## config.mk

```make
export PLATFORM = sky130hd
export DESIGN_NAME = serial_irq_ctrl
export DESIGN_NICKNAME = d
export VERILOG_FILES = /design/src/rtl/serial_irq_pkg.sv /design/src/rtl/irq_w1c_bank.sv /design/src/rtl/irq_mask_reg.sv /design/src/rtl/irq_req_gen.sv /design/src/rtl/serial_irq_ctrl.sv
export SDC_FILE = /design/constraint.sdc
export NUM_CORES = 1
export LEC_CHECK = 0
export BUFFER_PORTS_ARGS = -buffer_cell sky130_fd_sc_hd__buf_2
export CORE_AREA = 2 2 39 41
export CTS_BUF_LIST = sky130_fd_sc_hd__clkbuf_8 sky130_fd_sc_hd__clkbuf_16
export DETAILED_ROUTE_END_ITERATION = 16
export DIE_AREA = 0 0 41 43
export SYNTH_ARGS = -nofsm -noshare
export SYNTH_HDL_FRONTEND = slang
export SYNTH_SLANG_ARGS = --single-unit
```

## constraint.sdc

```tcl
create_clock -name clk -period 1 [get_ports clk]
set_input_delay 0.05 -clock clk [delete_from_list [all_inputs] [get_ports clk]]
set_output_delay 0.05 -clock clk [all_outputs]
set_load 0.01 [all_outputs]
```

## src/rtl/serial_irq_pkg.sv

```systemverilog
// Package: shared widths and bit positions for the serial interrupt flag logic.
// Assumes: nothing; constants only.
package serial_irq_pkg;
    localparam int FACT_W = 3;   // number of factor flags
    localparam int ERR_W  = 3;   // number of error-type flags
    localparam int ADDR_W = 2;   // register address width
    localparam int DATA_W = (FACT_W > ERR_W) ? FACT_W : ERR_W;

    // factor bit positions
    localparam int F_TX  = 0;
    localparam int F_RX  = 1;
    localparam int F_ERR = 2;

    // error-type bit positions
    localparam int E_PAR = 0;
    localparam int E_OVR = 1;
    localparam int E_FRM = 2;

    typedef enum logic [ADDR_W-1:0] {
        REG_FACT = 2'd0,
        REG_MASK = 2'd1,
        REG_ETYP = 2'd2,
        REG_NONE = 2'd3
    } reg_sel_e;
endpackage

```

## src/rtl/irq_w1c_bank.sv

```systemverilog
// Bank of sticky flags. A set pulse sets a bit, and a write-1 clears it.
// If set and clear arrive on the same bit together, set has priority.
// Assumes: set_i and clr_i are already qualified by the caller.
module irq_w1c_bank #(
    parameter int W = 3
) (
    input  logic         clk,
    input  logic         rst_n,
    input  logic [W-1:0] set_i,
    input  logic [W-1:0] clr_i,
    output logic [W-1:0] q_o
);
    for (genvar i = 0; i < W; i++) begin : g_bit
        // one sticky bit: reset, then set over clear
        always_ff @(posedge clk) begin
            if (!rst_n)
                q_o[i] <= 1'b0;
            else if (set_i[i])
                q_o[i] <= 1'b1;
            else if (clr_i[i])
                q_o[i] <= 1'b0;
        end
    end
endmodule

```

## src/rtl/irq_mask_reg.sv

```systemverilog
// Plain read/write mask register, loaded when wr_i is high.
// Assumes: the write strobe is already decoded for this register.
module irq_mask_reg #(
    parameter int W = 3
) (
    input  logic         clk,
    input  logic         rst_n,
    input  logic         wr_i,
    input  logic [W-1:0] d_i,
    output logic [W-1:0] q_o
);
    // hold the mask value, load it on a write
    always_ff @(posedge clk) begin
        if (!rst_n)
            q_o <= '0;
        else if (wr_i)
            q_o <= d_i;
    end
endmodule

```

## src/rtl/irq_req_gen.sv

```systemverilog
// Interrupt request generator. It ORs together the factor flags that are
// enabled by the mask, gates the result with the global enable, and
// registers it.
// Assumes: the flag and mask inputs come straight from registers.
module irq_req_gen #(
    parameter int W = 3
) (
    input  logic         clk,
    input  logic         rst_n,
    input  logic [W-1:0] flag_i,
    input  logic [W-1:0] mask_i,
    input  logic         gie_i,
    output logic         irq_o
);
    logic any_live;

    // combine the flags that are enabled by the mask
    always_comb any_live = |(flag_i & mask_i);

    // register the gated request
    always_ff @(posedge clk) begin
        if (!rst_n)
            irq_o <= 1'b0;
        else
            irq_o <= any_live & gie_i;
    end
endmodule

```

## src/rtl/serial_irq_ctrl.sv

```systemverilog
// Top level of the interrupt flag logic for one serial channel.
// It turns the channel's event pulses into sticky factor flags and
// sticky error-type flags, and drives one registered interrupt request.
// Register port: address 0 holds the factors (write 1 to clear),
// address 1 the masks, address 2 the error types (write 1 to clear),
// and address 3 is unused.
// Assumes: event inputs are pulses synchronous to clk.
module serial_irq_ctrl
    import serial_irq_pkg::*;
(
    input  logic              clk,
    input  logic              rst_n,
    input  logic              tx_done_i,
    input  logic              rx_done_i,
    input  logic              par_err_i,
    input  logic              ovr_err_i,
    input  logic              frm_err_i,
    input  logic              gie_i,
    input  logic              wr_en_i,
    input  logic [ADDR_W-1:0] addr_i,
    input  logic [DATA_W-1:0] wdata_i,
    output logic [DATA_W-1:0] rdata_o,
    output logic              irq_o
);
    logic [FACT_W-1:0] fact_set, fact_clr, factor_q, mask_q;
    logic [ERR_W-1:0]  etyp_set, etyp_clr, etyp_q;
    logic              any_err, wr_fact, wr_mask, wr_etyp;

    // decode the register writes
    always_comb begin
        wr_fact = wr_en_i && (addr_i == REG_FACT);
        wr_mask = wr_en_i && (addr_i == REG_MASK);
        wr_etyp = wr_en_i && (addr_i == REG_ETYP);
    end

    // map the events onto set vectors and the writes onto clear vectors
    always_comb begin
        any_err         = par_err_i | ovr_err_i | frm_err_i;
        fact_set        = '0;
        fact_set[F_TX]  = tx_done_i;
        fact_set[F_RX]  = rx_done_i | par_err_i | frm_err_i;
        fact_set[F_ERR] = any_err;
        etyp_set        = '0;
        etyp_set[E_PAR] = par_err_i;
        etyp_set[E_OVR] = ovr_err_i;
        etyp_set[E_FRM] = frm_err_i;
        fact_clr        = wr_fact ? wdata_i[FACT_W-1:0] : '0;
        etyp_clr        = wr_etyp ? wdata_i[ERR_W-1:0]  : '0;
    end

    irq_w1c_bank #(.W(FACT_W)) u_fact (
        .clk(clk), .rst_n(rst_n), .set_i(fact_set), .clr_i(fact_clr), .q_o(factor_q)
    );

    irq_w1c_bank #(.W(ERR_W)) u_etyp (
        .clk(clk), .rst_n(rst_n), .set_i(etyp_set), .clr_i(etyp_clr), .q_o(etyp_q)
    );

    irq_mask_reg #(.W(FACT_W)) u_mask (
        .clk(clk), .rst_n(rst_n), .wr_i(wr_mask), .d_i(wdata_i[FACT_W-1:0]), .q_o(mask_q)
    );

    irq_req_gen #(.W(FACT_W)) u_req (
        .clk(clk), .rst_n(rst_n), .flag_i(factor_q), .mask_i(mask_q),
        .gie_i(gie_i), .irq_o(irq_o)
    );

    // read multiplexer
    always_comb begin
        rdata_o = '0;
        unique case (addr_i)
            REG_FACT: rdata_o[FACT_W-1:0] = factor_q;
            REG_MASK: rdata_o[FACT_W-1:0] = mask_q;
            REG_ETYP: rdata_o[ERR_W-1:0]  = etyp_q;
            default:  rdata_o = '0;
        endcase
    end
endmodule

```

==> results of run 1 <==
==> cell usage in the layout, fill, tap and decap left out <==
| cell | instances |
|---|---|
| a222oi_1 | 1 |
| a31oi_1 | 4 |
| a41oi_1 | 2 |
| and3b_1 | 2 |
| buf_2 | 17 |
| buf_4 | 1 |
| clkbuf_8 | 3 |
| dfxtp_1 | 4 |
| dfxtp_2 | 6 |
| inv_1 | 5 |
| mux2i_1 | 6 |
| nand2_1 | 7 |
| nor2_1 | 2 |
| nor2b_1 | 1 |
| nor3b_1 | 1 |
| o21ai_0 | 4 |
| o2bb2ai_1 | 3 |
| o41ai_1 | 2 |
==> worst max-delay path: stages, from the launching register on <==
cell     delay (ps)
dfxtp_2         320
o41ai_1         400
a41oi_1          90
==> flip-flops by register name (all words and copies together), names as in the netlist <==
signal / count
u_req.irq_o: 1
u_fact.q_o: 3
u_etyp.q_o: 3
u_mask.q_o: 3
==> worst max-delay path by stage <==
stage | startpoint | to | slack, ps | cells past startpoint
global placement | u_mask.q_o[0]$_SDFFE_PN0P_ | u_req.irq_o$_SDFF_PN0_ | 130 | 2
finish | u_fact.q_o[1]$_SDFFE_PN0P_ | u_fact.q_o[1]$_SDFFE_PN0P_ | 50 | 2
CTS | u_fact.q_o[0]$_SDFFE_PN0P_ | rdata_o[0] | 0.2 | 3
global route | u_mask.q_o[1]$_SDFFE_PN0P_ | rdata_o[1] | -30 | 3
detailed placement | u_mask.q_o[0]$_SDFFE_PN0P_ | u_req.irq_o$_SDFF_PN0_ | 130 | 2
floorplan | u_fact.q_o[1]$_SDFFE_PN0P_ | u_fact.q_o[1]$_SDFFE_PN0P_ | 180 | 2
==> cell families (layout without fill, tap and decap cells) <==
kind of cell,Yosys count,in the layout,synth area share
buffers and inverters,8,26,0.07105
AO/OA/AOI/OAI,16,16,0.2448
multiplexers,6,6,0.1263
AND/OR/NAND/NOR,13,13,0.1369
flip-flops,10,10,0.4210
==> layer usage <==
metal | wire length (um) | share of wire
met5 | 0 | 0
met4 | 0 | 0
met3 | 105 | 0.093
met2 | 514 | 0.46
met1 | 506 | 0.45
==> power by group <==
group / switching [uW] / total [uW] / internal, uW
Combinational: 67.9 / 127 / 59.6
Sequential: 13.7 / 439 / 425
Clock: 144 / 407 / 262
Total: 226 / 973 / 747
==> layout make-up <==
type	count	area, um^2
fillers	153	762.0
multi-input cells	35	241.5
flip-flops and latches	10	207.7
repair buffers	18	92.59
clock buffers	3	41.29
well taps	16	20.02
inverters	5	18.77
==> cell usage after synthesis <==
cell | number | area [um^2]
a222oi_1 | 1 | 10.01
a31oi_1 | 4 | 25.02
a41oi_1 | 2 | 17.52
and3b_1 | 2 | 17.52
buf_2 | 3 | 15.01
dfxtp_1 | 10 | 200.2
inv_1 | 5 | 18.77
mux2i_1 | 6 | 60.06
nand2_1 | 7 | 26.28
nor2_1 | 2 | 7.510
nor2b_1 | 1 | 6.260
nor3b_1 | 1 | 7.510
o21ai_0 | 4 | 20.02
o2bb2ai_1 | 3 | 26.28
o41ai_1 | 2 | 17.52
==> metrics by stage <==
stage | setup WS (ps) | area (um^2) | setup TNS [ps] | power [uW] | utilization
CTS | 0.1833 | 619.3 | 0 | 987.0 | 0.4476
global placement | 128.0 | 573.1 | 0 | 569.0 | 0.4141
detailed placement | 128.3 | 573.1 | 0 | 569.5 | 0.4141
floorplan | 176.7 | 475.5 | 0 | 510.6 | -
global route | -28.93 | 621.8 | -47.50 | 1022 | 0.4494
finish | 45.68 | 621.8 | 0 | 973.3 | 0.4494
==> repair_timing <==
item                                    in CTS  in global routing
endpoints found under the setup margin       3                  4
setup buffers                                0                  0
pin swaps                                    0                  3
gates resized for setup                      4                  2
==> impl_metrics.py, run 1 <==
metrics = {
    "cells_and_area": {
        "area_growth_pct": 30.79,
        "drive_gt1_frac": 0.3803,
        "finalNonFillerCells": 87,
        "num-nets-final": 87,
        "antenna_cells": 0,
    },
    "timing": {
        "finClkSkew_ps": 2.127,
        "worst_pin_slew_ps": 339.5,
        "fin_crit_ps": 954.3,
        "max_freq_mhz": 1048,
        "slew_viol_final": 0,
        "setup_violations": 0,
        "final.period_utilization": 0.9543,
        "whs_ps": 28.70,
        "rsz0062_at_grt": "true",
        "finalHoldViolations": 0,
        "slew-limit-headroom": 0.7707,
    },
    "synthesis": {
        "ys_seq_area_frac": 0.4211,
        "synth_nets": 67,
        "avgSynthCellArea_um2": 8.971,
        "synth-seq-cells": 10,
        "netlist_instances": 53,
        "synthesis.area_um2": 475.5,
        "synth.distinct_cells": 15,
        "synth_warnings": 0,
    },
    "placed_design": {
        "place_congestion": 0.6866,
        "io_buffer_count": 17,
        "dp.cells": 84,
        "hpwl_um": 810.6,
    },
    "run_status": {
        "status": "finished, final reports clean",
    },
    "power": {
        "vdd_drop_max_mv": 0.8731,
        "power_density_nw_per_um2": 1565,
        "p_leak_uw": 0.0002889,
    },
    "min_path": {
        "hold_start": "gie_i",
        "min_path_cells": 3,
        "min_path_type": "primary input to flip-flop",
        "holdPathEnd": "u_req.irq_o$_SDFF_PN0_",
    },
    "cts": {
        "cts_buffers": 3,
        "ctsHoldBuffers": 0,
        "clkTransAtPathRegs_ps": 50,
        "htree_levels": 1,
        "cts_tree": "done",
        "cts.sinks": 10,
        "ctsRootBufferMaster": "clkbuf_8",
        "insertion_delay_ps": 230,
        "cts_buffer_depth": 2,
    },
    "setup_path": {
        "cp.required_ps": 1090,
        "r2r_start": "u_fact.q_o[1]$_SDFFE_PN0P_",
        "critPathMaxFanout": 3,
        "worst_setup_path_end_kind": "flip-flop",
        "rr_endpoint": "u_fact.q_o[1]$_SDFFE_PN0P_",
        "critPathLaunchType": "flip-flop",
        "cp.arrival_ps": 1050,
        "ff2ff_setup_slack_ps": 50,
        "r2r_cells": 2,
        "crit_type": "flip-flop to flip-flop",
    },
    "die": {
        "floorplan.die_area_um2": 1763,
        "die_w_um": 41,
        "row_count": 14,
        "die_h_um": 43,
        "io_pins": 18,
        "core_area_um2": 1384,
        "start_util": 0.3436,
    },
    "drt": {
        "antenna_left": 0,
        "vias": 461,
        "drc": 0,
        "drt-initial-drc-count": 11,
        "routed_wl_um": 1126,
        "dr.pass1.iters": 4,
        "wire_per_inst_um": 12.94,
        "viasPerCell": 5.299,
    },
    "global_routing": {
        "first_global_vias": 422,
        "grt_remaining_overflow": 0,
        "grt_pass1_wl_um": 1821,
        "grtUsageTotal": 0.1593,
        "grt_busiest_layer": "met2",
        "met2_usage": 0.2250,
        "antenna_found_initial": 0,
        "met1_usage": 0.2085,
        "use_met3": 0.08377,
        "grt_max_degree": 14,
    },
    "run": {
        "maxCapViolations": 0,
    },
}
Note: power is estimated with default switching activity, not from simulation.
==> run 2: changes to the inputs <==
Settings changed: PLACE_DENSITY set to 0.61.
==> run 2 against run 1 <==
  * Final cell count stayed put
  * Via count is 3.7% lower
  * Setup slack worse by 13 ps
  * Core utilization stayed put
  * Clock power is 2% lower
  * Clock skew is 2.3 ps higher
  * Non-clock buffer count stayed put
  * Fmax is 1.4% lower
  * Clock-buffer cell count stayed put
  * Global-route usage is 1.6 points lower
  * First-iteration DRC count is 45% lower
  * Highest routed layer unchanged
==> impl_metrics.py, run 2 (synthesis results as in run 1) <==
metrics = {
    "run_status": {
        "status": "finished, final reports clean",
    },
    "placed_design": {
        "place_ws_ps": 113.2,
        "place_congestion": 0.7183,
        "io_buffer_count": 17,
        "hpwl_um": 812.1,
    },
    "timing": {
        "whs_ps": 36.52,
        "slew-limit-headroom": 0.7981,
        "finClkSkew_ps": 4.385,
        "final.period_utilization": 0.9675,
        "worst_slack_ps": 32.53,
        "setup_violations": 0,
        "rsz0062_at_grt": "true",
        "max_freq_mhz": 1034,
        "finalHoldViolations": 0,
        "slew_viol_final": 0,
        "fin_crit_ps": 967.5,
        "worst_pin_slew_ps": 302.8,
    },
    "die": {
        "row_count": 14,
        "die_w_um": 41,
        "core_area_um2": 1384,
        "start_util": 0.3436,
        "die_h_um": 43,
        "io_pins": 18,
        "floorplan.die_area_um2": 1763,
    },
    "setup_path": {
        "crit_family": "flip-flops",
        "worst-path-buf-inv": 1,
        "path_cells": "mux2i_1, o2bb2ai_1, buf_2",
        "cp.required_ps": 950,
        "slowest_delay_ps": 330,
        "critPathLaunchType": "flip-flop",
        "slowest_stage": "dfxtp_2",
        "critPathMaxFanout": 3,
        "worst_setup_path_end_kind": "output port",
        "crit_type": "flip-flop to output port",
        "cp.arrival_ps": 920,
    },
    "power": {
        "vdd_drop_max_mv": 0.7466,
        "clockPowerShare": 0.414,
        "combPwrFrac": 0.130,
        "power_density_nw_per_um2": 1549,
        "seq_power_share": 0.457,
        "swShare": 0.2248,
        "internal_power_uw": 746.9,
        "p_leak_uw": 0.0002889,
        "p_switching_uw": 216.6,
    },
    "drt": {
        "vias": 444,
        "dr.pass1.iters": 4,
        "drt-initial-drc-count": 6,
        "wire_per_inst_um": 12.09,
        "drc": 0,
        "viasPerCell": 5.103,
        "routed_wl_um": 1052,
        "antenna_left": 0,
    },
    "cells_and_area": {
        "drive_gt1_frac": 0.3803,
        "layout_commonest_cell": "buf_2",
        "area_growth_pct": 30.79,
        "final_cell_mix": "buf_2 (17), nand2_1 (7), mux2i_1 (6), dfxtp_2 (6), inv_1 (5)",
        "register_area_um2": 207.7,
        "multi_input_area_um2": 241.5,
        "reg.largest.list": "u_etyp.q_o (3), u_fact.q_o (3), u_mask.q_o (3)",
        "antenna_cells": 0,
        "filler_cell_count": 148,
        "num-nets-final": 87,
    },
    "cts": {
        "clkTransAtPathRegs_ps": 50,
        "cts_buffers": 3,
        "insertion_delay_ps": 230,
        "cts_setup_buffers": 0,
        "cts_buffer_depth": 2,
        "htree_levels": 1,
        "cts_tree": "done",
        "cts.sinks": 10,
        "ctsRootBufferMaster": "clkbuf_8",
    },
    "global_routing": {
        "grt_remaining_overflow": 0,
        "grt_max_degree": 14,
        "grtUsageTotal": 0.1430,
        "first_global_vias": 375,
        "antenna_found_initial": 0,
        "grt_pass1_wl_um": 1676,
    },
    "run": {
        "maxCapViolations": 0,
    },
    "min_path": {
        "min_path_type": "primary input to flip-flop",
    },
}
run 2: cell counts in the layout (fill, tap and decap cells not counted):
No cell type changed its count.
run 2: power groups by stage:
stage,Combinational (uW),Sequential [uW],Clock (uW)
after floorplan,70.5,440,0
after global placement,125,444,0
after detailed placement,126,444,0
after CTS,127,438,409
after global routing,142,442,428
final,125,440,398
run 2: repair_timing:
item,CTS,global route
cloned,0,0
hold buffers,0,0
pin swaps,0,3
gates resized for setup,3,3
hold endpoints to repair,0,0
endpoints found under the setup margin,2,3
run 2: worst paths after layout:
check / slack, ps / startpoint / depth (start not counted) / endpoint
max: 30 / u_mask.q_o[0]$_SDFFE_PN0P_ / 3 / rdata_o[0]
min: 40 / gie_i / 3 / u_req.irq_o$_SDFF_PN0_
max reg2reg: 120 / u_mask.q_o[0]$_SDFFE_PN0P_ / 2 / u_req.irq_o$_SDFF_PN0_
min reg2reg: 470 / u_mask.q_o[2]$_SDFFE_PN0P_ / 2 / u_mask.q_o[2]$_SDFFE_PN0P_
run 2: stage by stage:
step	total power [uW]	area (um^2)	utilization	cells	setup TNS, ps
floorplan	510.6	475.5	-	53	0
global placement	568.2	573.1	0.4141	84	0
detailed placement	570.1	573.1	0.4141	84	0
CTS	973.2	618.1	0.4467	87	0
global route	1012	621.8	0.4494	87	-42.49
finish	963.5	621.8	0.4494	87	0
run 2: per-layer routing:
layer / vias to the layer above / track usage / share of wire
met4: 0 / 0.02000 / 0
met3: 0 / 0.07853 / 0.074
met1: 195 / 0.2078 / 0.49
met2: 13 / 0.1875 / 0.43
li1: 236 / - / -
met5: - / 0 / 0
run 2: tightest hold or removal path: cells and delay by family:
kind | cells | cell delay (ps)
buffers and inverters | 1 | 100
AND/OR/NAND/NOR | 2 | 70
run 2: final cells by class:
cell class	count	area share
Tap cell	16	0.03219
Timing Repair Buffer	18	0.1489
Clock buffer	3	0.06640
Inverter	5	0.03018
Sequential cell	10	0.3340
Multi-Input combinational cell	35	0.3883
==> run 3: changes to the inputs <==
Settings changed: PLACE_DENSITY 0.61 to 0.64.
Clock period 1 ns to 0.8 ns, I/O delays scaled along.
==> run 3 against run 2 <==
  * Total power up 45%
  * Core utilization up 8.0 points
  * Non-clock buffer count up 7
  * Register-to-register slack worse by 210 ps
  * Via count up 14%
  * Sequential share of layout area down 5.1 points
  * Final cell count up 9.2%
  * Global-route usage up 1.4 points
  * Routed wire length up 24%
  * Clock skew down 1.8 ps
  * Largest power group is now the clock network
  * First-iteration DRC count rose to 3.0 times the previous value
  * Highest routed layer unchanged
  * The flow now finishes with violations (setup timing)
  * Hold slack worse by 18 ps
==> impl_metrics.py, run 3 (synthesis results as in run 1) <==
metrics = {
    "run_status": {
        "status": "finished, violations left",
        "violations": "setup timing",
    },
    "timing": {
        "setup_violations": 6,
        "worst_pin_slew_ps": 284.7,
        "slew-limit-headroom": 0.8096,
        "whs_ps": 18.57,
        "finClkSkew_ps": 2.606,
        "worst_slack_ps": -147.4,
        "slew_viol_final": 0,
        "final.period_utilization": 1.184,
        "fin_crit_ps": 947.4,
        "finalHoldViolations": 0,
        "rsz0062_at_grt": "true",
        "max_freq_mhz": 1055,
    },
    "setup_path": {
        "r2r_cells": 3,
        "worst-path-buf-inv": 1,
        "path_cells": "mux2i_1, o2bb2ai_1, buf_2",
        "slowest_delay_ps": 330,
        "crit_type": "flip-flop to output port",
        "critPathMaxFanout": 3,
        "ff2ff_setup_slack_ps": -90,
        "crit_family": "flip-flops",
        "critPathLaunchType": "flip-flop",
        "worst_setup_path_end_kind": "output port",
        "rr_endpoint": "u_req.irq_o$_SDFF_PN0_",
        "cp.arrival_ps": 910,
        "r2r_start": "u_mask.q_o[2]$_SDFFE_PN0P_",
        "cp.required_ps": 760,
        "slowest_stage": "dfxtp_2",
    },
    "cells_and_area": {
        "finalNonFillerCells": 95,
        "final_cell_mix": "buf_2 (17), nand2_1 (7), mux2i_1 (6), dfxtp_2 (6)",
        "antenna_cells": 0,
        "reg.largest.list": "u_etyp.q_o (3), u_fact.q_o (3), u_mask.q_o (3)",
        "drive_gt1_frac": 0.4810,
        "layout_commonest_cell": "buf_2",
        "area_growth_pct": 54.21,
        "final_util": 0.5298,
        "num-nets-final": 94,
        "filler_cell_count": 133,
    },
    "power": {
        "p_total_uw": 1401,
        "power_density_nw_per_um2": 1911,
        "vdd_drop_max_mv": 1.080,
        "p_leak_uw": 0.0003464,
    },
    "min_path": {
        "hold_start": "gie_i",
        "min_path_cells": 3,
        "holdPathEnd": "u_req.irq_o$_SDFF_PN0_",
        "min_path_type": "primary input to flip-flop",
    },
    "global_routing": {
        "antenna_found_initial": 0,
        "grtUsageTotal": 0.1574,
        "grt_remaining_overflow": 0,
        "first_global_vias": 421,
        "grt_max_degree": 14,
        "grt_pass1_wl_um": 1800,
    },
    "placed_design": {
        "io_buffer_count": 17,
        "hpwl_um": 840.7,
        "dp.cells": 87,
        "place_congestion": 0.6818,
    },
    "die": {
        "row_count": 14,
        "die_h_um": 43,
        "start_util": 0.3436,
        "floorplan.die_area_um2": 1763,
        "die_w_um": 41,
        "io_pins": 18,
        "core_area_um2": 1384,
    },
    "drt": {
        "drt-initial-drc-count": 18,
        "drc": 0,
        "routed_wl_um": 1306,
        "viasPerCell": 5.326,
        "vias": 506,
        "antenna_left": 0,
        "dr.pass1.iters": 4,
        "wire_per_inst_um": 13.75,
    },
    "cts": {
        "clkTransAtPathRegs_ps": 50,
        "htree_levels": 1,
        "ctsRootBufferMaster": "clkbuf_8",
        "cts_tree": "done",
        "cts_buffers": 3,
        "insertion_delay_ps": 240,
        "ctsHoldBuffers": 0,
        "cts_buffer_depth": 2,
        "cts.sinks": 10,
    },
    "run": {
        "maxCapViolations": 0,
    },
}
==> run 3: per-layer routing <==
metal,global-route usage,routed length (um)
met3,0.04188,115
met1,0.1928,530
met4,0.1000,0
met5,0,0
met2,0.2313,661
==> run 3: final cells by class <==
type | instances | area (um^2) | share of cell area
well taps | 16 | 20.02 | 0.02730
multi-input cells | 35 | 275.3 | 0.3754
clock buffers | 4 | 55.05 | 0.07509
inverters | 5 | 18.77 | 0.02560
repair buffers | 25 | 156.4 | 0.2133
flip-flops and latches | 10 | 207.7 | 0.2833
==> run 3: worst max path at each step <==
stage | slack, ps | endpoint | depth (start not counted) | start
floorplan | 3 | u_req.irq_o$_SDFF_PN0_ | 2 | u_mask.q_o[0]$_SDFFE_PN0P_
global placement | -50 | u_req.irq_o$_SDFF_PN0_ | 2 | u_mask.q_o[0]$_SDFFE_PN0P_
detailed placement | -40 | u_req.irq_o$_SDFF_PN0_ | 2 | u_mask.q_o[0]$_SDFFE_PN0P_
CTS | -170 | rdata_o[1] | 3 | u_mask.q_o[1]$_SDFFE_PN0P_
global route | -240 | rdata_o[1] | 3 | u_mask.q_o[1]$_SDFFE_PN0P_
finish | -150 | rdata_o[1] | 3 | u_mask.q_o[1]$_SDFFE_PN0P_
==> run 3: metrics by stage <==
| stage | setup TNS (ps) | instance area (um^2) | setup WS [ps] |
|---|---|---|---|
| after detailed placement | -57.78 | 603.1 | -42.37 |
| after floorplan | 0 | 483.0 | 3.063 |
| after global routing | -962.6 | 733.2 | -240.7 |
| after CTS | -623.1 | 710.7 | -165.6 |
| final | -589.7 | 733.2 | -147.4 |
| after global placement | -46.96 | 603.1 | -45.28 |
==> run 3: tightest hold or removal path, cell delays in order <==
cell and delay [ps]:
buf_2 100, nand2_1 40, nor2_1 30
==> run 3: power by group <==
part,switching (uW),leakage (uW),internal (uW),total [uW]
clock network,206,0.0000288,433,639
logic,107,0.000233,107,214
registers,16.9,0.0000845,531,548
total,330,0.000346,1070,1400
==> run 3: repair_timing <==
action                                  4_1_cts  5_1_grt
endpoints found under the hold margin         0        0
buffers inserted                              4        0
endpoints found under the setup margin        5        6
pin swaps                                     6        0
resized for setup                             9        3
